`src/rtl/llsc_pkg.sv`:
```
package llsc_pkg;

  typedef enum logic [1:0] {
    SC_FAIL   = 2'd0,
    SC_PASS   = 2'd1,
    SC_BYPASS = 2'd2
  } sc_code_e;

endpackage

```
`src/rtl/llsc_resv_slot.sv`:
```
module llsc_resv_slot #(
  parameter int ADDR_W = 32
) (
  input  logic              clk,
  input  logic              rst,
  input  logic              set_i,
  input  logic [ADDR_W-1:0] set_gran_i,
  input  logic              clr_i,
  output logic              flag_o,
  output logic [ADDR_W-1:0] gran_o
);

  // Set has priority over any clear in the same cycle.
  always_ff @(posedge clk) begin
    if (rst) begin
      flag_o <= 1'b0;
      gran_o <= '0;
    end else if (set_i) begin
      flag_o <= 1'b1;
      gran_o <= set_gran_i;
    end else if (clr_i) begin
      flag_o <= 1'b0;
    end
  end

endmodule

```
`src/rtl/llsc_sc_judge.sv`:
```
module llsc_sc_judge
  import llsc_pkg::*;
#(
  parameter int ADDR_W = 32
) (
  input  logic              uncached_i,
  input  logic              flag_i,
  input  logic [ADDR_W-1:0] resv_gran_i,
  input  logic [ADDR_W-1:0] req_gran_i,
  output sc_code_e          code_o,
  output logic              forward_o,
  output logic              nolock_o,
  output logic              mismatch_o,
  output logic              fail_o,
  output logic              pass_o,
  output logic              clear_o
);

  // The no-reservation cause outranks the mismatch cause.
  always_comb begin
    nolock_o   = !uncached_i && !flag_i;
    mismatch_o = !uncached_i && flag_i && (resv_gran_i != req_gran_i);
    fail_o     = nolock_o || mismatch_o;
    pass_o     = !uncached_i && !fail_o;
    forward_o  = !fail_o;
    clear_o    = !uncached_i;
    if (uncached_i)  code_o = SC_BYPASS;
    else if (fail_o) code_o = SC_FAIL;
    else             code_o = SC_PASS;
  end

endmodule

```
`src/rtl/llsc_fail_ctr.sv`:
```
module llsc_fail_ctr #(
  parameter int CNT_W       = 32,
  parameter int WARN_PERIOD = 100000
) (
  input  logic             clk,
  input  logic             rst,
  input  logic             fail_i,
  input  logic             pass_i,
  output logic [CNT_W-1:0] cnt_nxt_o,
  output logic             warn_nxt_o
);

  localparam int PER_W = (WARN_PERIOD > 2) ? $clog2(WARN_PERIOD) : 1;
  localparam logic [PER_W-1:0] PER_LAST = PER_W'(WARN_PERIOD - 1);

  logic [CNT_W-1:0] cnt_q;
  logic [PER_W-1:0] per_q, per_nxt;

  function automatic logic at_limit(input logic [CNT_W-1:0] v);
    return &v;
  endfunction

  // A phase counter beside the main count replaces a wide modulo.
  always_comb begin
    cnt_nxt_o  = cnt_q;
    per_nxt    = per_q;
    warn_nxt_o = 1'b0;
    if (pass_i) begin
      cnt_nxt_o = '0;
      per_nxt   = '0;
    end else if (fail_i && !at_limit(cnt_q)) begin
      cnt_nxt_o = cnt_q + 1'b1;
      if (per_q == PER_LAST) begin
        per_nxt    = '0;
        warn_nxt_o = 1'b1;
      end else begin
        per_nxt = per_q + 1'b1;
      end
    end
  end

  always_ff @(posedge clk) begin
    if (rst) begin
      cnt_q <= '0;
      per_q <= '0;
    end else begin
      cnt_q <= cnt_nxt_o;
      per_q <= per_nxt;
    end
  end

endmodule

```
`src/rtl/llsc_monitor.sv`:
```
module llsc_monitor
  import llsc_pkg::*;
#(
  parameter int NUM_CTX     = 4,
  parameter int ADDR_W      = 32,
  parameter int GRAN_BITS   = 4,
  parameter int CNT_W       = 32,
  parameter int WARN_PERIOD = 100000,
  localparam int CTX_W      = (NUM_CTX > 1) ? $clog2(NUM_CTX) : 1
) (
  input  logic               clk,
  input  logic               rst,
  input  logic               ll_valid,
  input  logic [CTX_W-1:0]   ll_ctx,
  input  logic [ADDR_W-1:0]  ll_addr,
  input  logic               sc_valid,
  input  logic [CTX_W-1:0]   sc_ctx,
  input  logic [ADDR_W-1:0]  sc_addr,
  input  logic               sc_uncached,
  input  logic [NUM_CTX-1:0] inv_mask,
  output logic               rsp_valid,
  output logic [CTX_W-1:0]   rsp_ctx,
  output logic               rsp_forward,
  output logic [1:0]         rsp_code,
  output logic               rsp_fail_nolock,
  output logic               rsp_fail_mismatch,
  output logic [CNT_W-1:0]   rsp_fail_count,
  output logic               rsp_warn
);

  localparam logic [ADDR_W-1:0] GRAN_MASK = ~((ADDR_W'(1) << GRAN_BITS) - ADDR_W'(1));

  function automatic logic [ADDR_W-1:0] granule(input logic [ADDR_W-1:0] a);
    return a & GRAN_MASK;
  endfunction

  logic [NUM_CTX-1:0]             resv_flag;
  logic [NUM_CTX-1:0][ADDR_W-1:0] resv_gran;
  logic [NUM_CTX-1:0][CNT_W-1:0]  ctx_cnt_nxt;
  logic [NUM_CTX-1:0]             ctx_warn_nxt;

  sc_code_e jd_code;
  logic     jd_forward, jd_nolock, jd_mismatch, jd_fail, jd_pass, jd_clear;

  llsc_sc_judge #(.ADDR_W(ADDR_W)) u_judge (
    .uncached_i  (sc_uncached),
    .flag_i      (resv_flag[sc_ctx]),
    .resv_gran_i (resv_gran[sc_ctx]),
    .req_gran_i  (granule(sc_addr)),
    .code_o      (jd_code),
    .forward_o   (jd_forward),
    .nolock_o    (jd_nolock),
    .mismatch_o  (jd_mismatch),
    .fail_o      (jd_fail),
    .pass_o      (jd_pass),
    .clear_o     (jd_clear)
  );

  for (genvar c = 0; c < NUM_CTX; c++) begin : g_ctx
    logic ll_hit, sc_hit;
    assign ll_hit = ll_valid && (ll_ctx == CTX_W'(c));
    assign sc_hit = sc_valid && (sc_ctx == CTX_W'(c));

    llsc_resv_slot #(.ADDR_W(ADDR_W)) u_slot (
      .clk        (clk),
      .rst        (rst),
      .set_i      (ll_hit),
      .set_gran_i (granule(ll_addr)),
      .clr_i      (inv_mask[c] || (sc_hit && jd_clear)),
      .flag_o     (resv_flag[c]),
      .gran_o     (resv_gran[c])
    );

    llsc_fail_ctr #(.CNT_W(CNT_W), .WARN_PERIOD(WARN_PERIOD)) u_ctr (
      .clk        (clk),
      .rst        (rst),
      .fail_i     (sc_hit && jd_fail),
      .pass_i     (sc_hit && jd_pass),
      .cnt_nxt_o  (ctx_cnt_nxt[c]),
      .warn_nxt_o (ctx_warn_nxt[c])
    );
  end

  always_ff @(posedge clk) begin
    if (rst) begin
      rsp_valid         <= 1'b0;
      rsp_ctx           <= '0;
      rsp_forward       <= 1'b0;
      rsp_code          <= 2'd0;
      rsp_fail_nolock   <= 1'b0;
      rsp_fail_mismatch <= 1'b0;
      rsp_fail_count    <= '0;
      rsp_warn          <= 1'b0;
    end else begin
      rsp_valid         <= sc_valid;
      rsp_ctx           <= sc_ctx;
      rsp_forward       <= sc_valid && jd_forward;
      rsp_code          <= jd_code;
      rsp_fail_nolock   <= sc_valid && jd_nolock;
      rsp_fail_mismatch <= sc_valid && jd_mismatch;
      rsp_fail_count    <= ctx_cnt_nxt[sc_ctx];
      rsp_warn          <= sc_valid && ctx_warn_nxt[sc_ctx];
    end
  end

endmodule

```
`config.mk`:
```
export PLATFORM = sky130hd
export DESIGN_NAME = llsc_monitor
export DESIGN_NICKNAME = d
export VERILOG_FILES = /design/src/rtl/llsc_pkg.sv /design/src/rtl/llsc_resv_slot.sv /design/src/rtl/llsc_sc_judge.sv /design/src/rtl/llsc_fail_ctr.sv /design/src/rtl/llsc_monitor.sv
export SDC_FILE = /design/constraint.sdc
export NUM_CORES = 1
export LEC_CHECK = 0
export BUFFER_PORTS_ARGS = -buffer_cell sky130_fd_sc_hd__clkbuf_2
export CAP_MARGIN = 20
export CORE_MARGIN = 10
export CORE_UTILIZATION = 50
export DETAILED_ROUTE_END_ITERATION = 12
export PLACE_DENSITY_LB_ADDON = 0.3
export SLEW_MARGIN = 40
export SYNTH_ARGS = -nofsm -noshare
export SYNTH_HDL_FRONTEND = slang
export SYNTH_SLANG_ARGS = --single-unit
export TNS_END_PERCENT = 20
```
`constraint.sdc`:
```
create_clock -name clk -period 9.61 [get_ports clk]
set_input_delay 0.961 -clock clk [delete_from_list [all_inputs] [get_ports clk]]
set_output_delay 0.961 -clock clk [all_outputs]
set_load 0.01 [all_outputs]
```
; Yosys cells after proc, flatten, opt, wreduce, memory -nomap -nowiden
; Cells that the tools add are included.
[totals]
output_inout_bits = 41
reg_bits = 353
[classes]
n_lt_le_gt_ge = 1
addsub = 8
n_eq_ne = 11
mux = 42
n_reduce_logical = 59
[ops]
columns = op, n
row1 = $mux W32, 10
row2 = $add A32 B1 Y32 const B, 4
row3 = $bmux W32 S2, 2
row4 = $reduce_and A32 Y1, 4
row5 = $add A17 B1 Y17 const B, 4
row6 = $eq A17 B17 Y1 const B, 4
row7 = $mux W17, 4
row8 = $logic_and A1 B1 Y1, 32
row9 = $ne A32 B32 Y1, 1
row10 = $mux W1, 23
row11 = $reduce_or A2 Y1, 5
row12 = $eq A2 B2 Y1 const B, 4
row13 = $reduce_bool A2 Y1, 4
row14 = $logic_not A1 Y1, 7
row15 = $logic_or A1 B1 Y1, 5
row16 = $bmux W1 S2, 2
row17 = $eq A2 B1 Y1 const B, 2
row18 = $logic_not A2 Y1, 2
row19 = $lt A2 B3 Y1 const B, 1
row20 = $mux W2, 1

; Longest topological paths before layout
[depth]
word_depth = 12
mapped_depth = 13
depth_no_buf = 10

; By module
; A second synthesis with hierarchy kept.
[hier_totals]
hier_cells = 2208
area_unflattened_um2 = 19613.8
[modules_own_cells]
columns = module, cells_each, n_inst, area_each_um2, seq_area_each_um2
row1 = llsc_fail_ctr at g_ctx[0].u_ctr ..., 376, 3, 2935.3, 980.9
row2 = llsc_resv_slot, 108, 4, 1204.9, 660.6
row3 = llsc_fail_ctr at g_ctx[1].u_ctr, 365, 1, 2806.4, 980.9
row4 = llsc_monitor, 232, 1, 2771.4, 820.8
row5 = llsc_sc_judge, 51, 1, 410.4, 0.0

; Worst setup path before layout
; Ideal clock, no wire load.
[synth_path]
path_kind = in2reg
startpoint = input sc_ctx[0]
endpoint = register rsp_fail_count[21]
arrival_ps = 3664
slack_ps = 5826
setup_ps = 120
stages = 13
path_buffers = 4
required_time_ps = 9490
cell_sequence = buf_6 buf_2 mux4_2 xnor2_1 nand4_1 nor4_4 nand4_4 nor2_4 or3_1 buf_4 buf_2 nor2_1 a211o_1
[synth_between]
elab_chain_len = 11
[synth_lines]
columns = element, line
row1 = from (decl), llsc_monitor.sv:17  ; input logic [CTX_W-1:0] sc_ctx,
row2 = $bmux W32 S2 or $bmux W1 S2 (tied branches), "llsc_monitor.sv:48, llsc_monitor.sv:47"
row3 = $mux W32 (implied by the code) or $mux W1 (tied branches), "llsc_monitor.sv:48, llsc_monitor.sv:47"
row4 = $ne A32 B32 Y1 (tied with other cells), llsc_sc_judge.sv:22  ; mismatch_o = !uncached_i && flag_i && (resv_gran_i != req_gran_i);
row5 = $logic_and A1 B1 Y1 (on tied branches), "llsc_sc_judge.sv:22, llsc_sc_judge.sv:21"
row6 = $logic_or A1 B1 Y1, llsc_sc_judge.sv:23  ; fail_o = nolock_o || mismatch_o;
row7 = $logic_and A1 B1 Y1 or $logic_not A1 Y1 (tied branches), "llsc_monitor.sv:77, llsc_sc_judge.sv:24"
row8 = $logic_and A1 B1 Y1 (on tied branches), "llsc_fail_ctr.sv:31, llsc_sc_judge.sv:24"
row9 = $mux W32 or $logic_and A1 B1 Y1 (tied branches), "llsc_fail_ctr.sv:31, llsc_monitor.sv:78"
row10 = $mux W32, llsc_fail_ctr.sv:28  ; if (pass_i) begin
row11 = $bmux W32 S2 *, llsc_monitor.sv:101  ; rsp_fail_count <= ctx_cnt_nxt[sc_ctx];
row12 = $mux W32 (implied by the code) *, llsc_monitor.sv:101
row13 = to (signal assigned), llsc_monitor.sv:101
row14 = to (decl), llsc_monitor.sv:27  ; output logic [CNT_W-1:0] rsp_fail_count,
; Mark *: on every way between the ends. The rest lies on a longest branch, timed or not. The select of a mux whose other input is x is not followed.
; A chain may end at the register's enable or synchronous reset.

; Final worst setup path
[layout_path]
startpoint = input sc_ctx[0]
endpoint = register rsp_fail_count[23]
; Same word-level chain as after synthesis.

==> results_tabular.tex <==
\begin{tabular}{lr}
\hline
Metric & Value \\
\hline
\multicolumn{2}{l}{\textbf{Outcome}} \\
\quad Run status & finished, final reports clean \\
\multicolumn{2}{l}{\textbf{Worst hold path}} \\
\quad Hold worst-path end & g\_ctx[2].u\_slot.gran\_o[22]\$\_SDFFE\_PP0P\_ \\
\quad Hold Path Stages & 2 \\
\quad Hold\_sp & g\_ctx[2].u\_slot.gran\_o[22]\$\_SDFFE\_PP0P\_ \\
\quad Classification of the worst-slack hold path & reg -> reg \\
\multicolumn{2}{l}{\textbf{Timing}} \\
\quad Highest Clock Rate & between 150 and 200 MHz \\
\quad Final-report max-slew violation count & 0 \\
\quad RSZ-0062 raised after global routing & false \\
\quad Final TNS setup & 0 ns \\
\quad Shortest period the worst path allows & about 5.3 ns \\
\quad Headroom to the max-slew limit & a little over two fifths \\
\quad Worst Skew & about 0.028 ns \\
\quad Number of endpoints with negative hold slack in the final report & 0 \\
\quad Share of the clock period used by the worst path after layout & a little under three fifths \\
\quad Transition time of the tightest slew-check pin & between 0.8 and 0.9 ns \\
\quad Final setup violation count & 0 \\
\multicolumn{2}{l}{\textbf{Critical path}} \\
\quad Required time worst endpoint & between 10 and 15 ns \\
\quad Crit Path Max Fanout & 22 \\
\quad Endpoint arrival time on the critical path & $\sim$5.7 ns \\
\quad Worst reg2reg endpoint & rsp\_fail\_count[23]\$\_SDFF\_PP0\_ \\
\quad Reg-to-reg setup timing slack & 5.43 ns \\
\quad Worst r2r src & g\_ctx[3].u\_slot.gran\_o[10]\$\_SDFFE\_PP0P\_ \\
\quad Setup crit end kind & flop \\
\quad Worst-case reg-to-reg path depth & 9 \\
\quad CP startpoint kind & primary input \\
\quad Critical path class & in -> reg \\
\multicolumn{2}{l}{\textbf{Logic synthesis}} \\
\quad Synth Cell Area & approximately 17000 um2 \\
\quad Total of flip-flops plus latches after synthesis & between 300 and 400 \\
\quad Syn\_nets & a little over 2000 \\
\quad Area fraction of the dominant cell type after synthesis & a little over two fifths \\
\quad Cell types occupying the most area after synthesis & sky130\_fd\_sc\_hd\_\_dfxtp\_1 43\%, sky130\_fd\_sc\_hd\_\_nand2\_1 7.4\%, sky130\_fd\_sc\_hd\_\_xnor2\_1 7.0\%, sky130\_fd\_sc\_hd\_\_nor2\_1 5.4\%, sky130\_fd\_sc\_hd\_\_a21oi\_1 4.3\% \\
\quad Share of the yosys chip area belonging to registers & between 40\% and 50\% \\
\quad Number of cells produced by synthesis & 1990 \\
\quad Post-synth top cells & 353 x sky130\_fd\_sc\_hd\_\_dfxtp\_1, 326 x sky130\_fd\_sc\_hd\_\_nand2\_1, 241 x sky130\_fd\_sc\_hd\_\_nor2\_1, 142 x sky130\_fd\_sc\_hd\_\_a21oi\_1, 133 x sky130\_fd\_sc\_hd\_\_xnor2\_1 \\
\quad Post-synth top area cell & sky130\_fd\_sc\_hd\_\_dfxtp\_1 \\
\quad Synthesized area per cell & between 8 and 9 um2 \\
\quad Leading cell type by number of instances after synthesis & sky130\_fd\_sc\_hd\_\_dfxtp\_1 \\
\quad Proportion of register bits with asynchronous set or reset after synthesis & 0\% \\
\quad Yosys synthesis warning count & 0 \\
\quad Most frequently used flop master after synthesis & sky130\_fd\_sc\_hd\_\_dfxtp\_1 \\
\quad Number of enable flip-flop cells after synthesis & 0 \\
\quad Unique masters post-synth & 70 \\
\multicolumn{2}{l}{\textbf{Pwr}} \\
\quad Worst vdd ir & 0.000133 V \\
\quad Final Power & around 3.2 mW \\
\quad Pwr dens & 171 nW/um2 \\
\quad Leakage Power & approximately 6.4 nW \\
\multicolumn{2}{l}{\textbf{Run}} \\
\quad Maximum Capacitance Violations & 0 \\
\multicolumn{2}{l}{\textbf{GRT}} \\
\quad Overall fraction of global-route tracks in use & between 20\% and 30\% \\
\quad Maximum number of pins on one net before global-route repair & 97 \\
\quad Total overflow reported by the global router & 0 \\
\quad Antenna violations before repair & 5 \\
\quad Number of global-route vias before repair & between 10000 and 15000 \\
\quad Wire length of the first global-routing pass & $\sim$76000 um \\
\multicolumn{2}{l}{\textbf{Placement}} \\
\quad RePlAce Congestion & 0.958 \\
\quad Number of placed instances, taps included & 2448 \\
\quad Port Buffers & 109 \\
\quad DP HPWL & about 33000 um \\
\multicolumn{2}{l}{\textbf{CTS}} \\
\quad Number of clock sinks seen by CTS & $\sim$350 \\
\quad Clock insertion delay at the later pin of the skew report & 0.54 ns \\
\quad H-Tree Level Count & 2 \\
\quad Clock root buffer master & sky130\_fd\_sc\_hd\_\_clkbuf\_16 \\
\quad Clock transition at path regs & about 0.060 ns \\
\quad Clock tree from TritonCTS & yes \\
\quad Number of hold-repair buffers added at the cts stage & 0 \\
\quad Number of cells upsized or downsized after cts & 0 \\
\quad Maximum clock insertion buffer count & 3 \\
\quad Number of setup buffers added after CTS & 0 \\
\quad TritonCTS buffer count & 39 \\
\multicolumn{2}{l}{\textbf{Floorplanning}} \\
\quad Die area & about 41000 um2 \\
\quad Floorplan Core Area & about 33000 um2 \\
\quad Number of standard-cell rows in the floorplan & between 60 and 70 \\
\quad Number of top-level pins & 118 \\
\quad Width of the die & $\sim$200 um \\
\quad Height of the die & a little over 200 um \\
\quad Starting utilization of the core area & approximately half \\
\multicolumn{2}{l}{\textbf{Final layout}} \\
\quad Final standard cell utilization of the core & about 58\% \\
\quad Area growth from synthesis to layout & 13.2\% \\
\quad Total Nets Final & approximately 2100 \\
\quad Share of post-route cells with drive strength above 1 & between 10\% and 20\% \\
\quad Count of placed standard cells in the final layout, fillers left out & 2522 \\
\multicolumn{2}{l}{\textbf{Routing}} \\
\quad Detail Route Antenna Nets & 0 \\
\quad Wirelength per Cell & between 15 and 20 um \\
\quad Via count & 14800 \\
\quad Number of iterations in the first detailed-routing pass & 6 \\
\quad Drt initial violations & between 1000 and 1500 \\
\quad Post-Route WL & roughly 48000 um \\
\quad Routed via count divided by cell count & slightly below 6 \\
\quad DRC violations left & 0 \\
\hline
\end{tabular}
-- how the worst max path moves through the flow --
stage,start,endpoint,slack (ns)
2_1_floorplan,sc_ctx[0],rsp_fail_count[21]$_SDFF_PP0_,5.83
3_3_place_gp,sc_ctx[0],rsp_fail_count[25]$_SDFF_PP0_,3.75
3_5_place_dp,sc_ctx[0],rsp_fail_count[22]$_SDFF_PP0_,3.63
4_1_cts,sc_ctx[0],rsp_fail_count[21]$_SDFF_PP0_,4.17
5_1_grt,sc_ctx[0],rsp_fail_count[25]$_SDFF_PP0_,4.07
6_report,sc_ctx[0],rsp_fail_count[23]$_SDFF_PP0_,4.29
-- final cells by class --
cell class | count | area (um2)
well taps | 442 | 553
inverters | 18 | 67.6
clock inverters | 14 | 206
clock buffers | 56 | 1120
diodes | 4 | 10.0
fillers | 2919 | 13800
multi-input cells | 1503 | 9050
repair buffers | 132 | 724
flip-flops and latches | 353 | 7070
-- placed cells by master (no fill, tap or decap), types with 6 or more instances in the layout --
cell / netlist / layout
sky130_fd_sc_hd__dfxtp_1: 353 / 353
sky130_fd_sc_hd__nand2_1: 326 / 326
sky130_fd_sc_hd__nor2_1: 241 / 239
sky130_fd_sc_hd__a21oi_1: 142 / 140
sky130_fd_sc_hd__xnor2_1: 133 / 133
sky130_fd_sc_hd__clkbuf_2: 1 / 107
sky130_fd_sc_hd__nand3_1: 87 / 87
sky130_fd_sc_hd__xor2_1: 78 / 78
sky130_fd_sc_hd__nand4_1: 75 / 75
sky130_fd_sc_hd__nor3_1: 69 / 66
sky130_fd_sc_hd__clkbuf_16: 0 / 39
sky130_fd_sc_hd__and3_1: 38 / 38
sky130_fd_sc_hd__mux4_2: 29 / 29
sky130_fd_sc_hd__nor4_1: 30 / 28
sky130_fd_sc_hd__buf_4: 8 / 23
sky130_fd_sc_hd__and4_1: 21 / 21
sky130_fd_sc_hd__o22ai_1: 20 / 20
sky130_fd_sc_hd__nor2b_1: 18 / 18
sky130_fd_sc_hd__inv_1: 17 / 17
sky130_fd_sc_hd__nand2b_1: 13 / 13
sky130_fd_sc_hd__o211ai_1: 12 / 12
sky130_fd_sc_hd__nor4b_1: 11 / 11
sky130_fd_sc_hd__or4_1: 11 / 11
sky130_fd_sc_hd__o21ai_0: 11 / 11
sky130_fd_sc_hd__and2_1: 10 / 10
sky130_fd_sc_hd__or3_1: 10 / 9
sky130_fd_sc_hd__or2_1: 9 / 9
sky130_fd_sc_hd__a31oi_1: 9 / 9
sky130_fd_sc_hd__o22a_1: 9 / 9
sky130_fd_sc_hd__clkbuf_1: 82 / 9
sky130_fd_sc_hd__nand3b_1: 8 / 8
sky130_fd_sc_hd__ha_1: 8 / 8
sky130_fd_sc_hd__clkbuf_8: 0 / 8
sky130_fd_sc_hd__o221ai_1: 7 / 7
sky130_fd_sc_hd__mux2i_1: 6 / 6
sky130_fd_sc_hd__or2_2: 6 / 6
sky130_fd_sc_hd__clkinv_2: 0 / 6
-- routing by layer --
| metal | vias up | routed length (um) | GRT usage, % |
|---|---|---|---|
| met5 | - | 13 | 0 |
| met4 | 2 | 2240 | 10.3 |
| met3 | 132 | 3870 | 4.59 |
| met2 | 601 | 21900 | 36.0 |
| met1 | 6984 | 20100 | 29.3 |
| li1 | 7037 | - | - |
-- logic make-up (layout without fill, tap and decap cells) --
family          Yosys count  count (layout)  synth area share (%)
flops                   353             353                  42.6
xor+xnor                211             211                  11.1
mux                      35              35                  4.29
compound gates          245             245                  8.81
other cells               0               4                     0
buf+inv                 134             220                  3.42
simple gates           1004            1004                  29.2
fa+ha+maj                 8               8                 0.603
-- registers in the layout, indices dropped and copies added, names as in the netlist --
name	count
rsp_forward	1
rsp_warn	1
g_ctx.u_ctr.cnt_q	128
rsp_ctx	2
rsp_fail_count	32
rsp_valid	1
rsp_code	2
rsp_fail_nolock	1
rsp_fail_mismatch	1
g_ctx.u_ctr.per_q	68
g_ctx.u_slot.flag_o	4
g_ctx.u_slot.gran_o	112
-- worst max-delay path, stage by stage --
cell,delay [ns]
sky130_fd_sc_hd__buf_2,0.56
sky130_fd_sc_hd__buf_4,0.49
sky130_fd_sc_hd__mux4_2,0.58
sky130_fd_sc_hd__xnor2_1,0.15
sky130_fd_sc_hd__nand4_1,0.16
sky130_fd_sc_hd__nor4_4,0.75
sky130_fd_sc_hd__nand4_4,0.40
sky130_fd_sc_hd__nor2_4,0.31
sky130_fd_sc_hd__or3_1,0.72
sky130_fd_sc_hd__o22ai_1,0.31
sky130_fd_sc_hd__or2_1,0.31
-- metrics by stage --
step / setup slack [ns] / instance area, um2 / hold slack (ns)
after floorplan: 5.83 / 16600 / 0.433
after global placement: 3.75 / 17400 / 0.439
after detailed placement: 3.63 / 17400 / 0.445
after CTS: 4.17 / 18800 / 0.453
after global routing: 4.07 / 18800 / 0.470
final: 4.29 / 18800 / 0.453
-- power breakdown --
part	internal, mW	switching (mW)	total, mW	leakage, nW
Clock	0.946	0.607	1.55	0.656
Sequential	1.48	0.0105	1.49	2.85
Combinational	0.0541	0.109	0.163	2.91
(Power assumes the default switching activity.)
